`config.mk`:
```
export PLATFORM = sky130hd
export DESIGN_NAME = card_word_fifo
export DESIGN_NICKNAME = d
export VERILOG_FILES = /design/src/rtl/card_word_fifo_pkg.sv /design/src/rtl/word_ring.sv /design/src/rtl/rx_packer.sv /design/src/rtl/tx_unpacker.sv /design/src/rtl/card_word_fifo.sv
export SDC_FILE = /design/constraint.sdc
export NUM_CORES = 1
export LEC_CHECK = 0
export ABC_AREA = 1
export BUFFER_PORTS_ARGS = -buffer_cell sky130_fd_sc_hd__clkbuf_2
export CORE_MARGIN = 5
export CORE_UTILIZATION = 62
export CTS_CLUSTER_DIAMETER = 150
export DETAILED_ROUTE_END_ITERATION = 10
export PLACE_DENSITY = 0.81
export SYNTH_ARGS = -nofsm -noshare
export SYNTH_HDL_FRONTEND = slang
export SYNTH_SLANG_ARGS = --single-unit
```
`constraint.sdc`:
```
create_clock -name clk -period 6.12 [get_ports clk]
set_input_delay 1.224 -clock clk [delete_from_list [all_inputs] [get_ports clk]]
set_output_delay 1.224 -clock clk [all_outputs]
set_load 0.05 [all_outputs]
```
`src/rtl/card_word_fifo_pkg.sv`:
```
package card_word_fifo_pkg;

  // bit positions inside each flag group
  localparam int FL_ACTIVE = 0;
  localparam int FL_HALF   = 1;
  localparam int FL_FULL   = 2;
  localparam int FL_EMPTY  = 3;
  localparam int FL_AVAIL  = 4;
  localparam int FL_W      = 5;

  // merge a new byte into a partly gathered word at byte slot 'slot'
  function automatic logic [31:0] put_byte(input logic [23:0] acc,
                                           input logic [1:0]  slot,
                                           input logic [7:0]  b);
    logic [31:0] w;
    w = {8'h00, acc};
    w[{slot, 3'b000} +: 8] = b;
    return w;
  endfunction

  // level flags for one direction; rx_side picks the half-level sense
  function automatic logic [FL_W-1:0] group_flags(input logic [31:0] fill,
                                                  input logic [31:0] depth,
                                                  input logic rx_side);
    logic [FL_W-1:0] f;
    f            = '0;
    f[FL_ACTIVE] = 1'b1;
    f[FL_HALF]   = rx_side ? (fill * 2 >= depth) : (fill * 2 <= depth);
    f[FL_FULL]   = (fill == depth);
    f[FL_EMPTY]  = (fill == 0);
    f[FL_AVAIL]  = (fill != 0);
    return f;
  endfunction

endpackage

```
`src/rtl/word_ring.sv`:
```
module word_ring #(
  parameter int DEPTH = 16,
  parameter int W     = 32
) (
  input  logic                       clk,
  input  logic                       rst_n,
  input  logic                       push,
  input  logic [W-1:0]               push_data,
  input  logic                       pop,
  output logic [W-1:0]               head,
  output logic [$clog2(DEPTH):0]     fill
);
  localparam int AW = $clog2(DEPTH);

  logic [W-1:0]  mem [DEPTH];
  logic [AW-1:0] rd_q;
  logic [AW:0]   fill_q;
  logic [AW-1:0] wr_idx;
  logic          do_push, do_pop;

  // write slot sits fill entries past the read pointer, wrapping
  assign wr_idx  = rd_q + fill_q[AW-1:0];
  assign do_push = push && (fill_q != (AW+1)'(DEPTH));
  assign do_pop  = pop && (fill_q != '0);
  assign head    = mem[rd_q];
  assign fill    = fill_q;

  always_ff @(posedge clk) begin
    if (do_push) mem[wr_idx] <= push_data;
  end

  always_ff @(posedge clk or negedge rst_n) begin
    if (!rst_n) begin
      rd_q   <= '0;
      fill_q <= '0;
    end else begin
      if (do_pop) rd_q <= rd_q + 1'b1;
      if (do_push && !do_pop)      fill_q <= fill_q + 1'b1;
      else if (do_pop && !do_push) fill_q <= fill_q - 1'b1;
    end
  end
endmodule

```
`src/rtl/rx_packer.sv`:
```
module rx_packer
  import card_word_fifo_pkg::*;
(
  input  logic        clk,
  input  logic        rst_n,
  input  logic        clear,
  input  logic        take,
  input  logic [7:0]  in_byte,
  input  logic        last,
  output logic        word_done,
  output logic [31:0] word
);
  logic [23:0] acc_q;
  logic [1:0]  slot_q;

  assign word      = put_byte(acc_q, slot_q, in_byte);
  assign word_done = take && (slot_q == 2'd3 || last);

  always_ff @(posedge clk or negedge rst_n) begin
    if (!rst_n) begin
      acc_q  <= '0;
      slot_q <= '0;
    end else if (clear) begin
      acc_q  <= '0;
      slot_q <= '0;
    end else if (take) begin
      if (word_done) begin
        acc_q  <= '0;
        slot_q <= '0;
      end else begin
        acc_q  <= word[23:0];
        slot_q <= slot_q + 1'b1;
      end
    end
  end
endmodule

```
`src/rtl/tx_unpacker.sv`:
```
module tx_unpacker (
  input  logic        clk,
  input  logic        rst_n,
  input  logic        clear,
  input  logic        take,
  input  logic [31:0] head,
  output logic        part,
  output logic [7:0]  cur_byte
);
  logic [23:0] rest_q;
  logic [1:0]  left_q;

  assign part     = (left_q != 2'd0);
  assign cur_byte = part ? rest_q[7:0] : head[7:0];

  always_ff @(posedge clk or negedge rst_n) begin
    if (!rst_n) begin
      rest_q <= '0;
      left_q <= '0;
    end else if (clear) begin
      rest_q <= '0;
      left_q <= '0;
    end else if (take) begin
      if (part) begin
        rest_q <= {8'h00, rest_q[23:8]};
        left_q <= left_q - 1'b1;
      end else begin
        rest_q <= head[31:8];
        left_q <= 2'd3;
      end
    end
  end
endmodule

```
`src/rtl/card_word_fifo.sv`:
```
module card_word_fifo
  import card_word_fifo_pkg::*;
#(
  parameter int DEPTH = 16,
  parameter int LEN_W = 16
) (
  input  logic             clk,
  input  logic             rst_n,
  input  logic             ctrl_wr,
  input  logic             ctrl_en,
  input  logic             ctrl_dir,
  input  logic [LEN_W-1:0] len_i,
  input  logic             host_push,
  input  logic [31:0]      host_wdata,
  input  logic             host_pop,
  output logic [31:0]      host_rdata,
  input  logic             crx_valid,
  input  logic [7:0]       crx_data,
  output logic             crx_ready,
  output logic             ctx_valid,
  output logic [7:0]       ctx_data,
  input  logic             ctx_ready,
  output logic             xfer_en,
  output logic             xfer_dir,
  output logic [LEN_W-1:0] bytes_left,
  output logic [LEN_W-2:0] words_left,
  output logic             data_end,
  output logic             block_end,
  output logic [FL_W-1:0]  rx_flags,
  output logic [FL_W-1:0]  tx_flags
);
  localparam int FW = $clog2(DEPTH) + 1;

  logic             en_q, dir_q, done_q;
  logic [LEN_W-1:0] rem_q;
  logic [FW-1:0]    fill_w;
  logic [31:0]      head_w;
  logic [LEN_W:0]   wl_sum;

  // named internal events
  logic rem_zero, fifo_full, fifo_empty, idle_w, busy_w;
  logic rx_hs, tx_hs, card_pop, host_push_ok, host_pop_ok;
  logic pk_done, upk_part, start_w, byte_moved;
  logic fifo_push, fifo_pop;
  logic [31:0] pk_word, fifo_wdata;
  logic [7:0]  upk_byte;
  logic [FL_W-1:0] grp_w;

  assign rem_zero   = (rem_q == '0);
  assign fifo_full  = (fill_w == FW'(DEPTH));
  assign fifo_empty = (fill_w == '0);
  assign idle_w     = rem_zero && fifo_empty;
  assign busy_w     = en_q && !idle_w;
  assign start_w    = ctrl_wr && ctrl_en;

  // card side
  assign crx_ready  = en_q && dir_q && !rem_zero && !fifo_full;
  assign rx_hs      = crx_valid && crx_ready;
  assign ctx_valid  = en_q && !dir_q && !rem_zero && (upk_part || !fifo_empty);
  assign tx_hs      = ctx_valid && ctx_ready;
  assign ctx_data   = upk_byte;
  assign card_pop   = tx_hs && !upk_part;
  assign byte_moved = rx_hs || tx_hs;

  // host side
  assign host_push_ok = host_push && en_q && !dir_q && !rem_zero && !fifo_full;
  assign host_pop_ok  = host_pop && dir_q && !fifo_empty;
  assign host_rdata   = (dir_q && !fifo_empty) ? head_w : 32'h0;

  assign fifo_push  = dir_q ? pk_done : host_push_ok;
  assign fifo_wdata = dir_q ? pk_word : host_wdata;
  assign fifo_pop   = dir_q ? host_pop_ok : card_pop;

  word_ring #(.DEPTH(DEPTH), .W(32)) u_ring (
    .clk(clk), .rst_n(rst_n),
    .push(fifo_push), .push_data(fifo_wdata),
    .pop(fifo_pop), .head(head_w), .fill(fill_w)
  );

  rx_packer u_pack (
    .clk(clk), .rst_n(rst_n), .clear(start_w),
    .take(rx_hs), .in_byte(crx_data), .last(rem_q == LEN_W'(1)),
    .word_done(pk_done), .word(pk_word)
  );

  tx_unpacker u_unpack (
    .clk(clk), .rst_n(rst_n), .clear(start_w),
    .take(tx_hs), .head(head_w),
    .part(upk_part), .cur_byte(upk_byte)
  );

  always_ff @(posedge clk or negedge rst_n) begin
    if (!rst_n) begin
      en_q   <= 1'b0;
      dir_q  <= 1'b0;
      done_q <= 1'b0;
      rem_q  <= '0;
    end else if (ctrl_wr) begin
      en_q  <= ctrl_en;
      dir_q <= ctrl_dir;
      if (ctrl_en) begin
        rem_q  <= len_i;
        done_q <= 1'b0;
      end
    end else begin
      if (byte_moved)          rem_q  <= rem_q - 1'b1;
      if (en_q && rem_zero)    done_q <= 1'b1;
      if (en_q && idle_w)      en_q   <= 1'b0;
    end
  end

  // status outputs
  assign wl_sum     = {1'b0, rem_q} + (LEN_W+1)'(3);
  assign words_left = wl_sum[LEN_W:2];
  assign bytes_left = rem_q;
  assign xfer_en    = en_q;
  assign xfer_dir   = dir_q;
  assign data_end   = done_q;
  assign block_end  = done_q;
  assign grp_w      = group_flags(32'(fill_w), 32'(DEPTH), dir_q);
  assign rx_flags   = (busy_w && dir_q)  ? grp_w : '0;
  assign tx_flags   = (busy_w && !dir_q) ? grp_w : '0;

endmodule

```
## After elaboration in Yosys (flattened, before gate mapping)

Memory sizes are Yosys's and may differ from the RTL's.
Cells that the tools add are included.

- Mux-type cells: 33
- Add/sub/neg operators: 9
- Shift-type cells: 2
- Magnitude comparators: 2
- Reductions and logical operators: 51
- Equal/unequal tests: 5

Operators by type and width:

| kind | count |
|---|---|
| 2-to-1 mux 24 bit | 6 |
| 2-to-1 mux 32 bit | 2 |
| 2-to-1 mux 16 bit | 3 |
| bitwise mux 32 bit | 1 |
| variable shift 8 x 7 -> 32 bit (first input constant) | 1 |
| variable part select 8 x 7 -> 32 bit | 1 |
| logical AND 1 bit | 28 |
| 2-to-1 mux 5 bit | 4 |
| adder 16 x 2 -> 17 bit (second input constant) | 1 |
| == test 16 x 1 -> 1 bit (second input constant) | 1 |
| zero test 16 bit | 1 |
| subtractor 16 x 1 -> 16 bit (second input constant) | 1 |
| nonzero test 2 bit | 7 |
| 2-to-1 mux 2 bit | 6 |
| 2-to-1 mux 1 bit | 10 |
| zero test 1 bit | 8 |
| 2-to-1 mux 8 bit | 1 |
| negator 5 -> 7 bit | 1 |
| greater-or-equal comparator 6 x 5 -> 1 bit (second input constant) | 1 |
| <= comparator 6 x 5 -> 1 bit (second input constant) | 1 |
| adder 5 x 1 -> 5 bit (second input constant) | 1 |
| == test 5 bit (second input constant) | 1 |
| zero test 5 bit | 1 |
| != test 5 bit (second input constant) | 1 |
| other kinds (10) | 13 |

- Input port bits: 65
- RAM bits: 512
- Register bits after elaboration: 80
- Word-level logic and storage cells: 113
- Memories kept: 1
- Output and inout bits: 87

Memory list:

| memory | words | width | read ports | clocked after memory_dff | write ports | RTL line | source |
|---|---|---|---|---|---|---|---|
| u_ring.mem | 16 | 32 | 1 | 0 | 1 | word_ring.sv:15 | `logic [W-1:0] mem [DEPTH];` |

## Longest topological paths before layout

Gate-level depths: netlist (run 1).

- Word-level depth: 12
- Depth in mapped cells: 20

## Hierarchy

Synthesis (run 1) repeated with hierarchy kept, for this count alone.

- Cells, all modules: 3,019
- Area, all modules: 27,755.4 um^2

Modules (own cells, without submodules):

| module | area an instance (um^2) | times used | sequential area each (um^2) | cells each |
|---|---|---|---|---|
| word_ring | 22,240.1 | 1 | 15,600.0 | 2,111 |
| card_word_fifo | 2,521.2 | 1 | 475.5 | 475 |
| rx_packer | 1,622.8 | 1 | 650.6 | 240 |
| tx_unpacker | 1,371.3 | 1 | 650.6 | 193 |

## Worst setup path before layout (run 1)

Ideal clock, no wire load.

- Path type: reg2reg
- From: register rem_q[0], in the netlist bytes_left[0]
- To: memory u_ring.mem[11][0] (enable)
- Arrival: 3.642 ns
- Buffers on the path: 0
- Data required time: 5.699 ns
- Stages on the path, launching flop included: 10
- Slack: 2.057 ns
- Cells stage by stage: dfrtp_1 -> inv_1 -> ha_1 -> nand2_2 -> nor2_8 -> a21oi_2 -> nand3_2 -> nand2_1 -> nand3_1 -> nor2_1

- Word-level cells in the longest chain between the ends: 10
- Elaborated cells on any way between the ends: 14

RTL lines:

| element | RTL line | source |
|---|---|---|
| start: declaration | card_word_fifo.sv:35 | `logic [LEN_W-1:0] rem_q;` |
| start signal: assignment | card_word_fifo.sv:102 | `rem_q <= len_i;` |
| start signal: assignment | card_word_fifo.sv:106 | `if (byte_moved) rem_q <= rem_q - 1'b1;` |
| zero test 16 bit | card_word_fifo.sv:49 | `assign rem_zero = (rem_q == '0);` |
| zero test 1 bit | card_word_fifo.sv:57 | `assign crx_ready = en_q && dir_q && !rem_zero && !fifo_full;` |
| logical AND 1 bit (2 in series) | card_word_fifo.sv:57 |  |
| via crx_ready | card_word_fifo.sv:19 | `output logic crx_ready,` |
| logical AND 1 bit | card_word_fifo.sv:58 | `assign rx_hs = crx_valid && crx_ready;` |
| logical AND 1 bit | rx_packer.sv:17 | `assign word_done = take && (slot_q == 2'd3 \|\| last);` |
| 2-to-1 mux 1 bit | card_word_fifo.sv:70 | `assign fifo_push = dir_q ? pk_done : host_push_ok;` |
| logical AND 1 bit | word_ring.sv:23 | `assign do_push = push && (fill_q != (AW+1)'(DEPTH));` |
| 2-to-1 mux 1 bit | word_ring.sv:29 | `if (do_push) mem[wr_idx] <= push_data;` |
| 2-to-1 mux 1 bit (not written as such) | word_ring.sv:29 |  |
| end: declaration | word_ring.sv:15 |  |

The timed path passes the listed nets, and every way through them passes these cells.

## Final worst setup path (run 1)

- From: register u_ring.rd_q[0]
- To: output host_rdata[10]

- Word-level cells in the longest chain between the ends: 2

RTL lines:

| element | RTL line | source |
|---|---|---|
| start: declaration | word_ring.sv:16 | `logic [AW-1:0] rd_q;` |
| start signal: assignment | word_ring.sv:37 | `if (do_pop) rd_q <= rd_q + 1'b1;` |
| memory read (16 x 32 bit) | - |  |
| 2-to-1 mux 32 bit | card_word_fifo.sv:68 | `assign host_rdata = (dir_q && !fifo_empty) ? head_w : 32'h0;` |
| end: declaration | card_word_fifo.sv:16 | `output logic [31:0] host_rdata,` |

Every way passes these cells.

==> run summary, run 1 <==
DRC viols -> 0
Fin nets -> 2722
Largest net degree at the start of global routing -> 141
CP delay by family, top -> buffers and inverters
Die span in x -> 215 µm
Row count -> 75
Core region area -> 41800 µm²
Latest clock arrival within the worst-skew pair -> 610 ps
Relative slew slack -> 21.5%
Proportion of layout cells with a drive suffix above 1 -> 12.4%
Mapped Area -> 26100 µm²
CTS buffer count -> 55
Area grow syn2layout -> 12.3%
Number of global-route vias before repair -> 19200
Synth area leader -> edfxtp_1
Routed WL -> 71800 µm
Ranking of synthesized cells by area -> edfxtp_1, nor2_1, dfrtp_1, nand2_1, o21ai_0
RSZ-0062 raised after global routing -> no
Sink Count -> 592
Post-synth cell types -> 39
H-Tree Depth -> 2
Post_cts resized -> 0
#FFs+latches synth -> 592
Crit path required time -> 4900 ps
Global placement routability congestion -> 0.941
Post-Syn Instances -> 2525
First-pass GRT wire length -> 109000 µm
Tot GR Track Use -> 30.3%
Clk buf depth -> 3
Critical path cell sequence -> inv_6, buf_12, nor2_1, nor2_1, o21ai_0, nand3_1, nand3_1, a21oi_1, clkbuf_2
Arrival @ worst endpoint -> 3660 ps
Leading cell type in the layout, fill and taps excluded -> nor2_1
Post-route insts no fill -> 3222
Full die area -> 46300 µm²
Clock transition at path regs -> 70 ps
Most used DFF post-synth -> edfxtp_1
Finish-stage setup viols -> 0
Lkg Pwr -> 11.3 nW
Element type at the critical path end -> output pin
CTS Hold Buffers Added -> 0
Post-synthesis sequential area ratio -> 66.6%
Post-synth ARST share -> 13.5%
Mapped Avg Cell Area -> 10.3 µm²
DR vias/cell -> 6.18
Crit path kind -> register to output pin
GRT Residual Overflow -> 0
Pwr Density -> 476 nW/µm²
Fin crit share -> 79.8%
Clock Skew -> 30.3 ps
Setup Total Neg Slack -> 0 ps
Post-route minimum period -> 4880 ps
Worst Tran Pin Value -> 1180 ps
CP max-delay cell -> inv_6
Starting Density -> 62.5%
Synth Warn # -> 0
Worst VDD drop -> 0.367 mV
Initial antenna violation count -> 0
Yosys top cell area share -> 58.9%
Buf+Inv Stages, Crit Path -> 3
Max cap viols -> 0
Drt pass-1 iters -> 7
Setup bufs post-CTS -> 0
DP HPWL -> 41900 µm
Fmax -> 205 MHz
Min-delay worst type -> input pin to async pin
Routed via count -> 19900
IO buf count -> 151
CTS tree -> done
Chip height -> 215 µm
Most frequent cells in the layout -> nor2_1, edfxtp_1, nand2_1
Routed length per instance -> 22.3 µm
Startpoint Class -> register
Final Slew Violations -> 0
Crit path largest cell delay -> 750 ps
Final Hold Fails -> 0
Placed cell count -> 3120
Ports -> 152
Clk root buf -> clkbuf_16
Post-Synthesis Net Count -> 2609
Antenna Cells -> 0
Highest fanout seen on the critical path -> 140
Status -> finished clean
Number of antenna-violating nets in the routed design -> 0
EDFF count, synth -> 512
Initial DRC Count -> 2687
-- kinds of logic after synthesis --
logic type                 share of synthesized area (%)
AOI/OAI and AO/OA                                   8.72
xor gates and xnor gates                           0.570
adders and majority gates                          0.968
buffers and inverters                               4.43
DFF                                                 66.6
and+or+nand+nor                                     18.7
-- cells in the mapped netlist (14+ instances only) --
cell	count
ha_1	17
nor2_1	539
o21ai_1	26
o22ai_1	38
edfxtp_1	512
o211ai_1	32
o21ai_0	304
buf_1	22
nor3_1	19
xor2_1	14
a21oi_1	22
buf_2	39
clkbuf_1	69
nand3_1	172
inv_1	123
dfrtp_1	80
nand2_1	434
-- power by group --
part	switching (W)	total (W)	internal, W
registers	0.000263	0.00505	0.00479
logic	0.00402	0.00535	0.00133
clock network	0.00148	0.00355	0.00207
total	0.00576	0.0140	0.00819
-- routing by layer --
| layer | vias to the layer above | wire length, µm | GRT usage (%) |
|---|---|---|---|
| met2 | 1466 | 33200 | 47.5 |
| met5 | - | 0 | 0 |
| met4 | 0 | 3300 | 13.3 |
| met1 | 9366 | 26000 | 41.3 |
| met3 | 223 | 9260 | 7.01 |
| li1 | 8864 | - | - |
-- flip-flops by register name (all words and copies together), names as in the netlist --
signal	flops
u_unpack.left_q	2
xfer_en	1
u_ring.rd_q	4
u_unpack.rest_q	24
u_ring.mem	512
u_pack.slot_q	2
u_ring.fill	5
xfer_dir	1
bytes_left	16
block_end	1
u_pack.acc_q	24
-- per-stage QoR --
stage,power (W),setup WS [ps],cell area (µm²),hold WS [ps],util (%)
floorplan,0.00884,2060,26100,449,-
global placement,0.0102,2020,27400,463,65.7
detailed placement,0.0103,1970,27400,466,65.7
CTS,0.0139,1320,29300,396,70.2
global route,0.0146,1060,29300,406,70.2
finish,0.0140,1240,29300,417,70.2
-- worst register-to-register path: cells and delay by family (launching register included) --
family / cells / cell delay [ps]
and+or+nand+nor: 5 / 1770
buffers and inverters: 3 / 1310
DFF: 1 / 600
-- path summary, 6_finish.rpt --
check	startpoint	endpoint	slack, ps	depth (start not counted)
max in group asynchronous	rst_n	u_ring.rd_q[0]	4360	2
worst min register to register	u_pack.acc_q[22]	u_pack.acc_q[22]	490	2
worst max register to register	xfer_dir	u_ring.mem[13][10]	2100	8
worst max-delay path	u_ring.rd_q[0]	host_rdata[10]	1240	9
worst min-delay path	rst_n	bytes_left[14]	420	1
min in group clk	u_pack.acc_q[22]	u_pack.acc_q[22]	490	2
-- layout make-up --
cell class / count / area (µm²)
clock inverters: 27 / 308
flip-flops and latches: 592 / 17400
multi-input cells: 1658 / 7690
inverters: 128 / 489
repair buffers: 203 / 1190
well taps: 539 / 674
fillers: 2795 / 12400
clock buffers: 75 / 1580
Power figures use the tool's default switching activity.
==> run 2: changes to the inputs <==
- ABC_AREA: 1 -> 0
- CORE_UTILIZATION: 62 -> 61
- PLACE_DENSITY: 0.81 -> 0.8
- clock period: 6.12 -> 5.1 ns (I/O delays scaled with it)
==> run 2 against run 1 <==
Via count is 26% lower. Critical path depth fell by 3. Design area fell by 3.9%. Die area shrank 3.3%. Core utilization grew 0.25 points. First-iteration DRC count is 33% lower. Routed wire length fell by 11%. Combinational power up 6.2%. Sequential power up 22%.
==> run summary, run 2 <==
Status -> finished clean (unchanged)
CTS buffer count -> 55 (unchanged)
Count leader, synth -> edfxtp_1 (was nor2_1)
Gr busiest metal -> met2 (unchanged)
Final Slew Violations -> 0 (unchanged)
Leading cell type in the layout, fill and taps excluded -> edfxtp_1 (was nor2_1)
DP HPWL -> 37400 µm (was 41900 µm)
Starting Density -> 62.0% (was 62.5%)
Yosys top cell area share -> 62.0% (was 58.9%)
Fmax -> 218 MHz
Mapped Avg Cell Area -> 17.3 µm² (was 10.3 µm²)
Pwr Density -> 564 nW/µm² (was 476 nW/µm²)
Design area -> 28200 µm² (was 29300 µm²)
Proportion of layout cells with a drive suffix above 1 -> 30.2% (was 12.4%)
Max cap viols -> 0 (unchanged)
Drt pass-1 iters -> 6 (was 7)
Max reg flops -> 512 (unchanged)
DRC viols -> 0 (unchanged)
Fin nets -> 1690 (was 2722)
Post_cts resized -> 0 (unchanged)
Largest Register -> u_ring.mem (unchanged)
Clk buf depth -> 3 (unchanged)
Met2 usage -> 46.9% (was 47.5%)
Pwr Total -> 0.0159 W (was 0.0140 W)
Sink Count -> 592 (unchanged)
Setup Total Neg Slack -> 0 ps (unchanged)
Global placement routability congestion -> 0.929 (was 0.941)
Worst Tran Pin Value -> 1340 ps (was 1180 ps)
Tot GR Track Use -> 28.6% (was 30.3%)
Element type at the critical path end -> output pin (unchanged)
RSZ-0062 raised after global routing -> no (unchanged)
Most frequent cells in the layout -> edfxtp_1, clkbuf_2, mux4_2 (was nor2_1, edfxtp_1, nand2_1)
Critical path cell sequence -> buf_4, mux4_2, mux2_2, a21oi_1, nor2_1, clkbuf_2 (was inv_6, buf_12, nor2_1, nor2_1, o21ai_0, nand3_1, nand3_1, a21oi_1, clkbuf_2)
Lkg Pwr -> 9.86 nW (was 11.3 nW)
R2r setup slk -> 620 ps (was 2100 ps)
DR vias/cell -> 6.75 (was 6.18)
Clk root buf -> clkbuf_16 (unchanged)
Global Route met1 Usage -> 38.7% (was 41.3%)
CTS Hold Buffers Added -> 0 (unchanged)
Seq pwr share -> 38.7% (was 36.2%)
Worst VDD drop -> 0.359 mV (was 0.367 mV)
Row count -> 73 (was 75)
Number of global-route vias before repair -> 14900 (was 19200)
Combinational share of power -> 35.7% (was 38.3%)
H-Tree Depth -> 2 (unchanged)
Post-Synthesis Net Count -> 1521 (was 2609)
Placed cell count -> 2074 (was 3120)
Routed length per instance -> 29.4 µm (was 22.3 µm)
Min-delay worst type -> input pin to async pin (unchanged)
Clock Skew -> 31.0 ps (was 30.3 ps)
Clock transition at path regs -> 60 ps (was 70 ps)
Synth cell count leaders -> edfxtp_1, mux4_2, nor2_1 (was nor2_1, edfxtp_1, nand2_1)
Sw power -> 0.00578 W (was 0.00576 W)
Fin crit share -> 89.9%
Crit path kind -> register to output pin (unchanged)
RR Endpoint -> u_ring.fill[4] (was u_ring.mem[13][10])
CP max-delay cell -> a21oi_1 (was inv_6)
Startpoint Class -> register (unchanged)
Initial DRC Count -> 1806 (was 2687)
Net Sw Frac -> 36.4% (was 41.3%)
EDFF count, synth -> 512 (unchanged)
Post-synthesis sequential area ratio -> 70.1% (was 66.6%)
Largest net degree at the start of global routing -> 71 (was 141)
Final Hold Fails -> 0 (unchanged)
Post-synth cell types -> 66 (was 39)
Ports -> 152 (unchanged)
Crit path required time -> 4080 ps (was 4900 ps)
Mapped Area -> 24800 µm² (was 26100 µm²)
Chip height -> 212 µm (was 215 µm)
Post-DP Area -> 26400 µm² (was 27400 µm²)
Most used DFF post-synth -> edfxtp_1 (unchanged)
IO buf count -> 151 (unchanged)
Post-route minimum period -> 4590 ps
GRT Residual Overflow -> 0 (unchanged)
Post-Syn Instances -> 1437 (was 2525)
GRT met3 Usage -> 5.75% (was 7.01%)
Highest fanout seen on the critical path -> 20 (was 140)
#FFs+latches synth -> 592 (unchanged)
Post-synth ARST share -> 13.5% (unchanged)
Pint -> 0.0101 W (was 0.00819 W)
Registers with the most flip-flops -> u_ring.mem: 512 flops, u_pack.acc_q: 24 flops, u_unpack.rest_q: 24 flops (unchanged)
Finish-stage setup viols -> 0 (unchanged)
Clock network fraction of total power -> 25.6% (was 25.4%)
Setup bufs post-CTS -> 0 (unchanged)
Routed via count -> 14700 (was 19900)
Area grow syn2layout -> 13.7% (was 12.3%)
CTS tree -> done (unchanged)
Worst flop-to-flop path startpoint -> bytes_left[0] (was xfer_dir)
Ranking of synthesized cells by area -> edfxtp_1, mux4_2, dfrtp_1, mux2_2, a21oi_1 (was edfxtp_1, nor2_1, dfrtp_1, nand2_1, o21ai_0)
Initial antenna violation count -> 0 (unchanged)
Number of antenna-violating nets in the routed design -> 0 (unchanged)
First-pass GRT wire length -> 94600 µm (was 109000 µm)
Full die area -> 44800 µm² (was 46300 µm²)
Latest clock arrival within the worst-skew pair -> 600 ps (was 610 ps)
Synth Warn # -> 0 (unchanged)
Post-route insts no fill -> 2177 (was 3222)
Synth area leader -> edfxtp_1 (unchanged)
Crit path largest cell delay -> 670 ps (was 750 ps)
Reg2Reg Depth -> 16 (was 8)
Relative slew slack -> 10.0% (was 21.5%)
Arrival @ worst endpoint -> 3570 ps (was 3660 ps)
Routed WL -> 63900 µm (was 71800 µm)
Die span in x -> 212 µm (was 215 µm)
Core region area -> 40000 µm² (was 41800 µm²)
-- run 2: stage by stage --
| step | setup slack, ps | hold WS, ps | util (%) |
|---|---|---|---|
| final | 513 | 465 | 70.4 |
| after CTS | 548 | 464 | 70.4 |
| after global routing | 380 | 495 | 70.4 |
| after global placement | 871 | 463 | 65.9 |
| after detailed placement | 732 | 471 | 65.9 |
| after floorplan | -698 | 451 | - |
-- run 2: worst max-delay path by stage --
stage | startpoint | to | slack [ps] | cells past startpoint
6_report | u_ring.rd_q[0] | host_rdata[31] | 510 | 6
5_1_grt | u_ring.rd_q[0] | host_rdata[31] | 380 | 6
4_1_cts | u_ring.rd_q[0] | host_rdata[31] | 550 | 6
3_5_place_dp | bytes_left[0] | u_ring.fill[4] | 730 | 16
3_3_place_gp | bytes_left[0] | u_ring.fill[4] | 870 | 16
2_1_floorplan | bytes_left[0] | u_ring.mem[0][0] | -700 | 9
-- run 2: cell families after synthesis --
family / Yosys count / synth area share, %
AOI/OAI and AO/OA: 216 / 5.63
xor gates and xnor gates: 27 / 0.954
adders and majority gates: 19 / 1.02
buffers and inverters: 106 / 1.77
DFF: 592 / 70.1
muxes: 199 / 15.1
and+or+nand+nor: 278 / 5.46
-- run 2: area by class of cell --
| class | count | area, µm² |
|---|---|---|
| Antenna cell | 1 | 2.50 |
| Clock buffer | 65 | 1480 |
| Clock inverter | 37 | 322 |
| Fill cell | 2430 | 11800 |
| Inverter | 21 | 78.8 |
| Multi-Input combinational cell | 739 | 7090 |
| Sequential cell | 592 | 17400 |
| Tap cell | 525 | 657 |
| Timing Repair Buffer | 197 | 1170 |
-- run 2: critical path: cells and delay by family (launching register included) --
family / cells / cell delay, ps
AO/OA/AOI/OAI: 1 / 670
multiplexers: 2 / 820
buffers and inverters: 2 / 710
AND/OR/NAND/NOR: 1 / 70
flip-flops: 1 / 660
-- run 2: power groups by stage --
| stage | logic, W | registers [W] | clock network [W] |
|---|---|---|---|
| final | 0.00568 | 0.00615 | 0.00407 |
| after global placement | 0.00552 | 0.00620 | 0 |
| after floorplan | 0.00408 | 0.00609 | 0 |
| after detailed placement | 0.00561 | 0.00623 | 0 |
| after CTS | 0.00566 | 0.00614 | 0.00410 |
| after global routing | 0.00598 | 0.00618 | 0.00432 |
-- run 2: routing by layer --
metal	routed length [µm]	share of wire, %
met5	0	0
met4	2660	4.2
met3	7260	11
met2	31000	49
met1	23000	36
